File: src/rtl/cyc_mon_pkg.sv
package cyc_mon_pkg;
    localparam int SEC_W = 7;
    localparam int CNT_W = 13;
    localparam int TIME_W = SEC_W + CNT_W;
    localparam int SEC64_BIT = 6;

    typedef struct packed {
        logic [SEC_W-1:0] sec;
        logic [CNT_W-1:0] cnt;
    } cyc_time_t;

    typedef enum logic [1:0] {
        LS_IDLE = 2'd0,
        LS_WAIT = 2'd1,
        LS_GAP  = 2'd2,
        LS_DONE = 2'd3
    } lost_state_t;

    function automatic cyc_time_t to_time(input logic [TIME_W-1:0] raw);
        return cyc_time_t'(raw);
    endfunction

    function automatic logic time_differs(input cyc_time_t a,
                                          input logic [SEC_W-1:0] s,
                                          input logic [CNT_W-1:0] c);
        return (a.sec != s) || (a.cnt != c);
    endfunction
endpackage

File: src/rtl/cyc_time_edges.sv
module cyc_time_edges
    import cyc_mon_pkg::*;
(
    input  logic      clk_i,
    input  logic      rst_i,
    input  cyc_time_t now_i,
    output logic      new_cycle_now_o,
    output logic      evt_new_cycle_o,
    output logic      evt_sec64_o
);
    cyc_time_t prev_q;
    logic      primed_q;
    logic      sec64_now;

    assign new_cycle_now_o = primed_q && (now_i.cnt[0] != prev_q.cnt[0]);
    assign sec64_now       = primed_q && (now_i.sec[SEC64_BIT] != prev_q.sec[SEC64_BIT]);

    always_ff @(posedge clk_i) begin
        if (rst_i) begin
            prev_q          <= '0;
            primed_q        <= 1'b0;
            evt_new_cycle_o <= 1'b0;
            evt_sec64_o     <= 1'b0;
        end else begin
            prev_q          <= now_i;
            primed_q        <= 1'b1;
            evt_new_cycle_o <= new_cycle_now;
            evt_sec64_o     <= sec64_now;
        end
    end

    logic new_cycle_now;
    assign new_cycle_now = new_cycle_now_o;
endmodule

File: src/rtl/cyc_start_check.sv
module cyc_start_check
    import cyc_mon_pkg::*;
(
    input  logic             clk_i,
    input  logic             rst_i,
    input  cyc_time_t        now_i,
    input  logic             rx_start_i,
    input  logic [SEC_W-1:0] rx_sec_i,
    input  logic [CNT_W-1:0] rx_cnt_i,
    output logic             evt_inconsist_o
);
    logic mismatch;
    assign mismatch = rx_start_i && time_differs(now_i, rx_sec_i, rx_cnt_i);

    always_ff @(posedge clk_i) begin
        if (rst_i) evt_inconsist_o <= 1'b0;
        else       evt_inconsist_o <= mismatch;
    end
endmodule

File: src/rtl/cyc_lost_track.sv
module cyc_lost_track
    import cyc_mon_pkg::*;
(
    input  logic clk_i,
    input  logic rst_i,
    input  logic new_cycle_i,
    input  logic start_seen_i,
    input  logic sub_gap_i,
    input  logic arb_gap_i,
    output logic evt_lost_o
);
    lost_state_t state_q, state_d;
    logic        lost_d;

    always_comb begin
        state_d = state_q;
        lost_d  = 1'b0;
        if (new_cycle_i) begin
            // after-the-fact: a whole period passed without any start
            lost_d  = ((state_q == LS_WAIT) || (state_q == LS_GAP)) && !start_seen_i;
            state_d = LS_WAIT;
        end else if (start_seen_i) begin
            state_d = LS_IDLE;
        end else begin
            unique case (state_q)
                LS_WAIT: begin
                    if (arb_gap_i) begin
                        lost_d  = 1'b1;
                        state_d = LS_DONE;
                    end else if (sub_gap_i) begin
                        state_d = LS_GAP;
                    end
                end
                LS_GAP: begin
                    if (arb_gap_i || sub_gap_i) begin
                        lost_d  = 1'b1;
                        state_d = LS_DONE;
                    end
                end
                default: state_d = state_q;
            endcase
        end
    end

    always_ff @(posedge clk_i) begin
        if (rst_i) begin
            state_q    <= LS_IDLE;
            evt_lost_o <= 1'b0;
        end else begin
            state_q    <= state_d;
            evt_lost_o <= lost_d;
        end
    end
endmodule

File: src/rtl/cyc_master_guard.sv
module cyc_master_guard #(
    parameter int TICKS = 3072
) (
    input  logic clk_i,
    input  logic rst_i,
    input  logic master_req_i,
    input  logic tx_start_i,
    input  logic sub_gap_i,
    output logic cycle_master_o,
    output logic evt_too_long_o
);
    localparam int CW = (TICKS > 1) ? $clog2(TICKS) : 1;
    localparam logic [CW-1:0] LAST = CW'(TICKS - 1);

    logic [CW-1:0] cnt_q;
    logic          run_q;
    logic          blocked_q;
    logic          fire;
    logic          blocked_d;

    assign fire      = run_q && cycle_master_o && !sub_gap_i && (cnt_q == LAST);
    assign blocked_d = fire ? 1'b1 : (master_req_i ? blocked_q : 1'b0);

    always_ff @(posedge clk_i) begin
        if (rst_i) begin
            cnt_q          <= '0;
            run_q          <= 1'b0;
            blocked_q      <= 1'b0;
            cycle_master_o <= 1'b0;
            evt_too_long_o <= 1'b0;
        end else begin
            blocked_q      <= blocked_d;
            cycle_master_o <= master_req_i && !blocked_d;
            evt_too_long_o <= fire;
            if (fire || !cycle_master_o) begin
                run_q <= 1'b0;
            end else if (tx_start_i) begin
                run_q <= 1'b1;
                cnt_q <= '0;
            end else if (run_q && sub_gap_i) begin
                run_q <= 1'b0;
            end else if (run_q) begin
                cnt_q <= cnt_q + 1'b1;
            end
        end
    end
endmodule

File: src/rtl/cyc_event_mon.sv
module cyc_event_mon
    import cyc_mon_pkg::*;
#(
    parameter int TICKS = 3072
) (
    input  logic              clk_i,
    input  logic              rst_i,
    input  logic [TIME_W-1:0] cyc_time_i,
    input  logic              rx_start_i,
    input  logic [SEC_W-1:0]  rx_sec_i,
    input  logic [CNT_W-1:0]  rx_cnt_i,
    input  logic              tx_start_i,
    input  logic              sub_gap_i,
    input  logic              arb_gap_i,
    input  logic              master_req_i,
    output logic              evt_new_cycle_o,
    output logic              evt_sec64_o,
    output logic              evt_inconsist_o,
    output logic              evt_lost_o,
    output logic              evt_too_long_o,
    output logic              cycle_master_o
);
    cyc_time_t now;
    logic      new_cycle_now;

    assign now = to_time(cyc_time_i);

    cyc_time_edges u_edges (
        .clk_i           (clk_i),
        .rst_i           (rst_i),
        .now_i           (now),
        .new_cycle_now_o (new_cycle_now),
        .evt_new_cycle_o (evt_new_cycle_o),
        .evt_sec64_o     (evt_sec64_o)
    );

    cyc_start_check u_check (
        .clk_i           (clk_i),
        .rst_i           (rst_i),
        .now_i           (now),
        .rx_start_i      (rx_start_i),
        .rx_sec_i        (rx_sec_i),
        .rx_cnt_i        (rx_cnt_i),
        .evt_inconsist_o (evt_inconsist_o)
    );

    cyc_lost_track u_lost (
        .clk_i        (clk_i),
        .rst_i        (rst_i),
        .new_cycle_i  (new_cycle_now),
        .start_seen_i (rx_start_i | tx_start_i),
        .sub_gap_i    (sub_gap_i),
        .arb_gap_i    (arb_gap_i),
        .evt_lost_o   (evt_lost_o)
    );

    cyc_master_guard #(.TICKS(TICKS)) u_guard (
        .clk_i          (clk_i),
        .rst_i          (rst_i),
        .master_req_i   (master_req_i),
        .tx_start_i     (tx_start_i),
        .sub_gap_i      (sub_gap_i),
        .cycle_master_o (cycle_master_o),
        .evt_too_long_o (evt_too_long_o)
    );
endmodule

File: config.mk
export PLATFORM = sky130hd
export DESIGN_NAME = cyc_event_mon
export DESIGN_NICKNAME = d
export VERILOG_FILES = /design/src/rtl/cyc_mon_pkg.sv /design/src/rtl/cyc_time_edges.sv /design/src/rtl/cyc_start_check.sv /design/src/rtl/cyc_lost_track.sv /design/src/rtl/cyc_master_guard.sv /design/src/rtl/cyc_event_mon.sv
export SDC_FILE = /design/constraint.sdc
export NUM_CORES = 1
export LEC_CHECK = 0
export BUFFER_PORTS_ARGS = -buffer_cell sky130_fd_sc_hd__buf_2
export CAP_MARGIN = 10
export CORE_AREA = 2 2 79 43
export DETAILED_ROUTE_END_ITERATION = 16
export DIE_AREA = 0 0 81 45
export PLACE_DENSITY = 0.84
export SETUP_SLACK_MARGIN = 0.15
export SYNTH_ARGS = -nofsm -noshare
export SYNTH_HDL_FRONTEND = slang
export SYNTH_SLANG_ARGS = --single-unit
File: constraint.sdc
create_clock -name clk_i -period 1.7 [get_ports clk_i]
set_input_delay 0.51 -clock clk_i [delete_from_list [all_inputs] [get_ports clk_i]]
set_output_delay 0.51 -clock clk_i [all_outputs]
set_load 0.01 [all_outputs]
# After elaboration in Yosys (flattened, before gate mapping)
# Cells that the tools add are included.
[op_classes]
add_sub_neg = 1
n_eq_ne = 12
n_mux = 19
bitwise_logic = 2
n_reduce_logical = 26
[ops]
columns = ["operator", "n"]
rows = [
  ["12-bit two-way mux", 3],
  ["13-bit inequality test", 1],
  ["12-bit by 1-bit adder with 12-bit output (second input constant)", 1],
  ["12-bit equality test (second input constant)", 1],
  ["1-bit two-way mux", 11],
  ["1-bit logical AND", 9],
  ["3-bit AND reduction", 3],
  ["7-bit inequality test", 1],
  ["2-bit two-way mux", 3],
  ["2-bit nonzero test", 3],
  ["5-bit by 4-bit inequality test with 1-bit output (second input constant)", 1],
  ["1-bit zero test", 4],
  ["1-bit logical OR", 4],
  ["2-bit inequality test (second input constant)", 2],
  ["4-bit by 3-bit inequality test with 1-bit output (second input constant)", 1],
  ["2-bit case mux with 2 select lines", 1],
  ["4-bit nonzero test", 1],
  ["3-bit inequality test (second input constant)", 1],
  ["3-bit OR reduction", 1],
  ["2-bit by 1-bit equality test with 1-bit output (second input constant)", 1],
  ["2-bit equality test (second input constant)", 1],
  ["1-bit inequality test", 2],
  ["1-bit case mux with 2 select lines", 1],
  ["2-bit OR reduction", 1],
  ["2 further kinds", 2],
]
[word_totals]
register_bits = 31
inputBits = 47
output_inout_bits = 6
word_cells = 74

# Logic depth before layout (Yosys ltp)
[depth]
depth_word = 6
mapped_depth = 6
ltp_nobuf = 6

# By module
# From an unflattened synthesis, not the netlist that was laid out.
[hier_totals]
hier_cells = 178
area_unflattened_um2 = 1525.2
[by_module_without_submodules]
columns = ["module", "n_inst", "cells_each", "area_each_um2", "seq_area_each_um2"]
rows = [
  ["cyc_master_guard", 1, 108, 902.1, 320.3],
  ["cyc_start_check", 1, 29, 244.0, 20.0],
  ["cyc_lost_track", 1, 26, 214.0, 60.1],
  ["cyc_time_edges", 1, 14, 158.9, 100.1],
  ["cyc_event_mon", 1, 1, 6.3, 0.0],
]

# Worst setup path before layout
# Ideal clock, no wire load.
[synth_path]
kind = "input to register"
from = "input port sub_gap_i"
to = "register u_guard.cnt_q[11]"
setup_time_ns = 0.117
arrival_time_ns = 1.515
required_time_ns = 1.583
slack_ns = 0.068
stages = 4
path_buffers = 0
cell_sequence = "nand4bb_1 > nor4_4 > nor2_1 > a32o_1"
[synth_via]
elab_chain_cells = 6
elab_cells_between_ends = 8
classes_between = "eq/ne (1); bitwise (1); reduce/logical (6)"
[synth_lines]
columns = ["item", "line", "source"]
rows = [
  ["start, declared", "cyc_event_mon.sv:13", "input logic sub_gap_i,"],
  ["1-bit zero test", "cyc_master_guard.sv:21", "assign fire = run_q && cycle_master_o && !sub_gap_i && (cnt_q == LAST);"],
  ["1-bit logical AND (2 in series)", "cyc_master_guard.sv:21", ""],
  ["1-bit logical OR", "cyc_master_guard.sv:35", "if (fire || !cycle_master_o) begin"],
  ["1-bit inverter (no line)", "n/a", ""],
  ["3-bit AND reduction (no line) *", "n/a", ""],
  ["end signal, assigned", "cyc_master_guard.sv:43", "cnt_q <= cnt_q + 1'b1;"],
  ["end, declared", "cyc_master_guard.sv:15", "logic [CW-1:0] cnt_q;"],
]
# Mark *: on every way between the ends. The rest lies on a longest branch, timed or not.
# A chain may end at the register's enable or synchronous reset.

# Worst setup path in the final report
[layout_path]
from = "register u_guard.cnt_q[1]"
to = "register u_guard.cnt_q[0]"
[layout_via]
elab_chain_cells = 5
[layout_lines]
columns = ["item", "line"]
rows = [
  ["12-bit equality test", "cyc_master_guard.sv:21"],
  ["1-bit logical AND", "cyc_master_guard.sv:21"],
  ["1-bit logical OR", "cyc_master_guard.sv:35"],
  ["1-bit inverter (no line)", "n/a"],
  ["3-bit AND reduction (no line)", "n/a"],
]
# No other way between the ends.

==> key figures <==
Placed design
  • Detailed placement HPWL: 2646 um
  • Count of port buffers added during placement: 52
  • Gp weighted congestion: ~0.85
  • Number of placed instances with taps included: ~250
  • Placed standard-cell area: ~0.0018 sq mm

Power
  • Total power per unit cell area: between 600 and 700 mW/mm^2
  • Leak pwr: 0.8149 nW
  • Total chip power: 1.158 mW
  • VDD IR max: 0.0002883 V

Layout
  • Number of standard cells in the layout, taps in and fillers out: ~260
  • Layout cells sized above 1: 0.4253
  • Area occupied by multi-input gates: just under 900 sq um
  • N_diodes: 0
  • Commonest non-fill, non-tap cell in the layout: sky130_fd_sc_hd__buf_2
  • Register cell area after layout: about 510 sq um
  • Filler Cells Inserted: approximately 240
  • Net total in the final layout: 272
  • Commonest cells after routing, fill and taps aside: sky130_fd_sc_hd__buf_2 (51), sky130_fd_sc_hd__dfxtp_1 (19), sky130_fd_sc_hd__buf_4 (16), sky130_fd_sc_hd__xnor2_1 (12)
  • Synth-to-Final Area Change: 39.60%
  • Total non-filler cell area in the finished layout: 0.001914 sq mm

Setup path
  • Critical Path Max Stage Delay: 0.50 ns
  • Required arrival time at the worst endpoint: between 1.5 and 2 ns
  • Category of the worst setup path capture point: register
  • Startpoint of the worst-slack reg-to-reg timing path: u_guard.cnt_q[1]
  • Critical path launch point: u_guard.cnt_q[1]
  • Worst setup path class: reg -> reg
  • Largest fanout of any net on the critical path: 7
  • Critical path's slowest cell: sky130_fd_sc_hd__or4_1
  • Top delay family on crit path: simple AND/OR/NAND/NOR gates
  • Critical-path cell list: ha_4 > nand2_4 > nor4_4 > buf_4 > or4_1 > a21oi_1
  • Crit path arrival time: around 1.8 ns
  • Buffers & Inverters on Critical Path: 1
  • Setup crit start kind: register

Synth
  • Summed instance area of the synthesized netlist: 0.001371 sq mm
  • #FFs+latches synth: 25
  • Fraction of registers with async set or reset after synthesis: 0
  • Main synth FF type: sky130_fd_sc_hd__dfxtp_1
  • Library cells used by synthesis: 45
  • Gate count after technology mapping: approximately 150
  • Register area share after synthesis: 0.3650
  • Synthesized area divided by synthesized cell count: ~9 sq um
  • Net count of the mapped netlist: 203
  • Count of flip-flops with a built-in enable after synthesis: 0
  • Warnings from Yosys: 0

Job
  • Number of violations of the max-capacitance limit: 0

STA
  • Final setup violation count: 0
  • Hold Fails Final Rpt: 0
  • Count of final max-slew check failures: 0
  • Time the worst path needs with I/O delays and setup: about 1.6 ns
  • Period Utilization, post-route: 0.9166
  • Headroom to the max-slew limit: 0.7971
  • Setup repair after global routing missed its margin: yes
  • Maximum clock frequency: 641.8 MHz
  • Actual slew at the worst max-slew pin: 0.3016 ns
  • Post-route clock skew: roughly 0.0086 ns

GRT
  • Maximum number of pins on one net before global-route repair: 17
  • Global-route wire length before repair: 5478 um
  • Total global routing track utilization: 0.1954
  • Number of antenna violations at the first check in global routing: 0
  • Vias in the first global route: 1360
  • Grt total ovfl: 0

Route
  • DRC errors left: 0
  • Post-Route WL: 3515 um
  • Routed wire per std cell: about 13 um
  • 1st-iter DRT viols: 66
  • Vias: between 1000 and 1500
  • Avg Vias per Cell: 5.506
  • DRT Pass-1 Iters: 4
  • Antenna Nets Post-Route: 0

Floorplan
  • Die W: 81 um
  • Height of the chip: between 40 and 50 um
  • Die area: approximately 0.0036 sq mm
  • Area inside the core boundary: slightly below 0.003 sq mm
  • Top-level I/O count: between 50 and 60
  • Effective utilization at floorplan: 0.4716
  • Number of rows created at floorplan: 14

Clock tree
  • Clock-pin slew reported for the worst setup and hold paths after clock tree synthesis: 0.09 ns
  • Post-CTS Hold Buffers: 0
  • Clock tree from TritonCTS: built
  • Clock latency of the later-clocked register in the worst-skew pair: around 0.28 ns
  • Number of levels the H-tree was split into: 1
  • Sinks on the clock net: 25
  • Cell chosen for the clock root: sky130_fd_sc_hd__clkbuf_8
  • Number of CTS-inserted buffers: 3
  • Maximum buffer depth of the clock tree: 2

Status
  • Outcome: completed

Min path
  • Classification of the worst-slack hold path: reg -> reg
  • Hold path start: u_guard.blocked_q
## what timing repair did
item,CTS,global route
hold endpoints to repair,0,0
gates resized for setup,1,14
setup buffers,0,6
endpoints found under the setup margin,4,12
gates cloned,0,0
pin swaps,1,14
## registers in the layout, indices dropped and copies added, names as in the netlist
register / cells
u_guard.evt_too_long_o: 1
u_check.evt_inconsist_o: 1
u_guard.cnt_q: 12
u_edges.evt_sec64_o: 1
u_lost.state_q: 2
u_lost.evt_lost_o: 1
u_edges.prev_q: 2
u_guard.blocked_q: 1
u_edges.evt_new_cycle_o: 1
u_guard.run_q: 1
u_edges.primed_q: 1
u_guard.cycle_master_o: 1
## worst reg2reg max path: cells and delay by family, from the launching register on
kind | cells | cell delay [ns]
buf+inv | 1 | 0.16
simple gates | 3 | 0.64
flops | 1 | 0.36
compound gates | 1 | 0.16
fa+ha+maj | 1 | 0.16
## logic make-up (layout without fill, tap and decap cells)
kind of cell | count (synthesis) | in the layout | share of synthesized area
AOI/OAI and AO/OA | 36 | 36 | 0.1770
xor gates and xnor gates | 22 | 22 | 0.1405
adders and majority gates | 3 | 3 | 0.02738
buffers and inverters | 11 | 79 | 0.03010
DFF | 25 | 25 | 0.3650
muxes | 1 | 1 | 0.007300
and+or+nand+nor | 55 | 55 | 0.2527
## power breakdown
group,switching (mW),internal [mW]
clock network,0.195,0.168
logic,0.0884,0.104
registers,0.00690,0.596
total,0.290,0.868
## stage by stage
| step | utilization | hold WS [ns] | TNS (ns) | worst slack [ns] |
|---|---|---|---|---|
| floorplan | - | 0.4009 | 0 | 0.1392 |
| global placement | 0.6084 | 0.4081 | 0 | 0.02898 |
| detailed placement | 0.6084 | 0.4180 | -0.001896 | -0.001896 |
| CTS | 0.6244 | 0.4315 | 0 | 0.1641 |
| global route | 0.6583 | 0.4606 | 0 | 0.08255 |
| finish | 0.6583 | 0.4319 | 0 | 0.1419 |
## synth_stat cells, types with 2 or more instances
| cell type | n | share of area |
|---|---|---|
| sky130_fd_sc_hd__nand3_1 | 5 | 0.018 |
| sky130_fd_sc_hd__nor4_1 | 3 | 0.014 |
| sky130_fd_sc_hd__clkbuf_1 | 4 | 0.011 |
| sky130_fd_sc_hd__and3_1 | 2 | 0.0091 |
| sky130_fd_sc_hd__nand2_1 | 7 | 0.019 |
| sky130_fd_sc_hd__a21oi_1 | 7 | 0.026 |
| sky130_fd_sc_hd__nand4_1 | 4 | 0.018 |
| sky130_fd_sc_hd__ha_1 | 3 | 0.027 |
| sky130_fd_sc_hd__a211oi_1 | 2 | 0.011 |
| sky130_fd_sc_hd__xor2_1 | 10 | 0.064 |
| sky130_fd_sc_hd__a31oi_1 | 7 | 0.032 |
| sky130_fd_sc_hd__dfxtp_1 | 25 | 0.36 |
| sky130_fd_sc_hd__o21ai_1 | 4 | 0.015 |
| sky130_fd_sc_hd__o21ai_2 | 2 | 0.013 |
| sky130_fd_sc_hd__nor2b_1 | 4 | 0.018 |
| sky130_fd_sc_hd__or4_1 | 2 | 0.011 |
| sky130_fd_sc_hd__inv_1 | 6 | 0.016 |
| sky130_fd_sc_hd__o21ai_0 | 4 | 0.015 |
| sky130_fd_sc_hd__xnor2_1 | 12 | 0.077 |
| sky130_fd_sc_hd__nor3_1 | 6 | 0.022 |
| sky130_fd_sc_hd__nor2_1 | 10 | 0.027 |
## metal layers
| layer | track usage | wire, um | vias up |
|---|---|---|---|
| li1 | - | - | 704 |
| met1 | 0.2268 | 1570 | 675 |
| met2 | 0.3653 | 1708 | 53 |
| met3 | 0.03600 | 186 | 5 |
| met4 | 0.07797 | 50 | 0 |
| met5 | 0 | 0 | - |
## worst paths after layout
check / endpoint / slack, ns / depth (start not counted)
max reg2reg: u_guard.cnt_q[0] / 0.14 / 6
max: u_guard.cnt_q[0] / 0.14 / 6
min: u_guard.cycle_master_o / 0.43 / 1
min reg2reg: u_guard.cycle_master_o / 0.43 / 1
## layout make-up
type / instances / share of cell area
timing repair buffer: 69 / 0.2078
tap: 40 / 0.02614
sequential: 25 / 0.2667
multi-input combinational: 117 / 0.4641
clock buffer: 4 / 0.02353
inverter: 6 / 0.01176
Note: power is estimated with default switching activity, not from simulation.
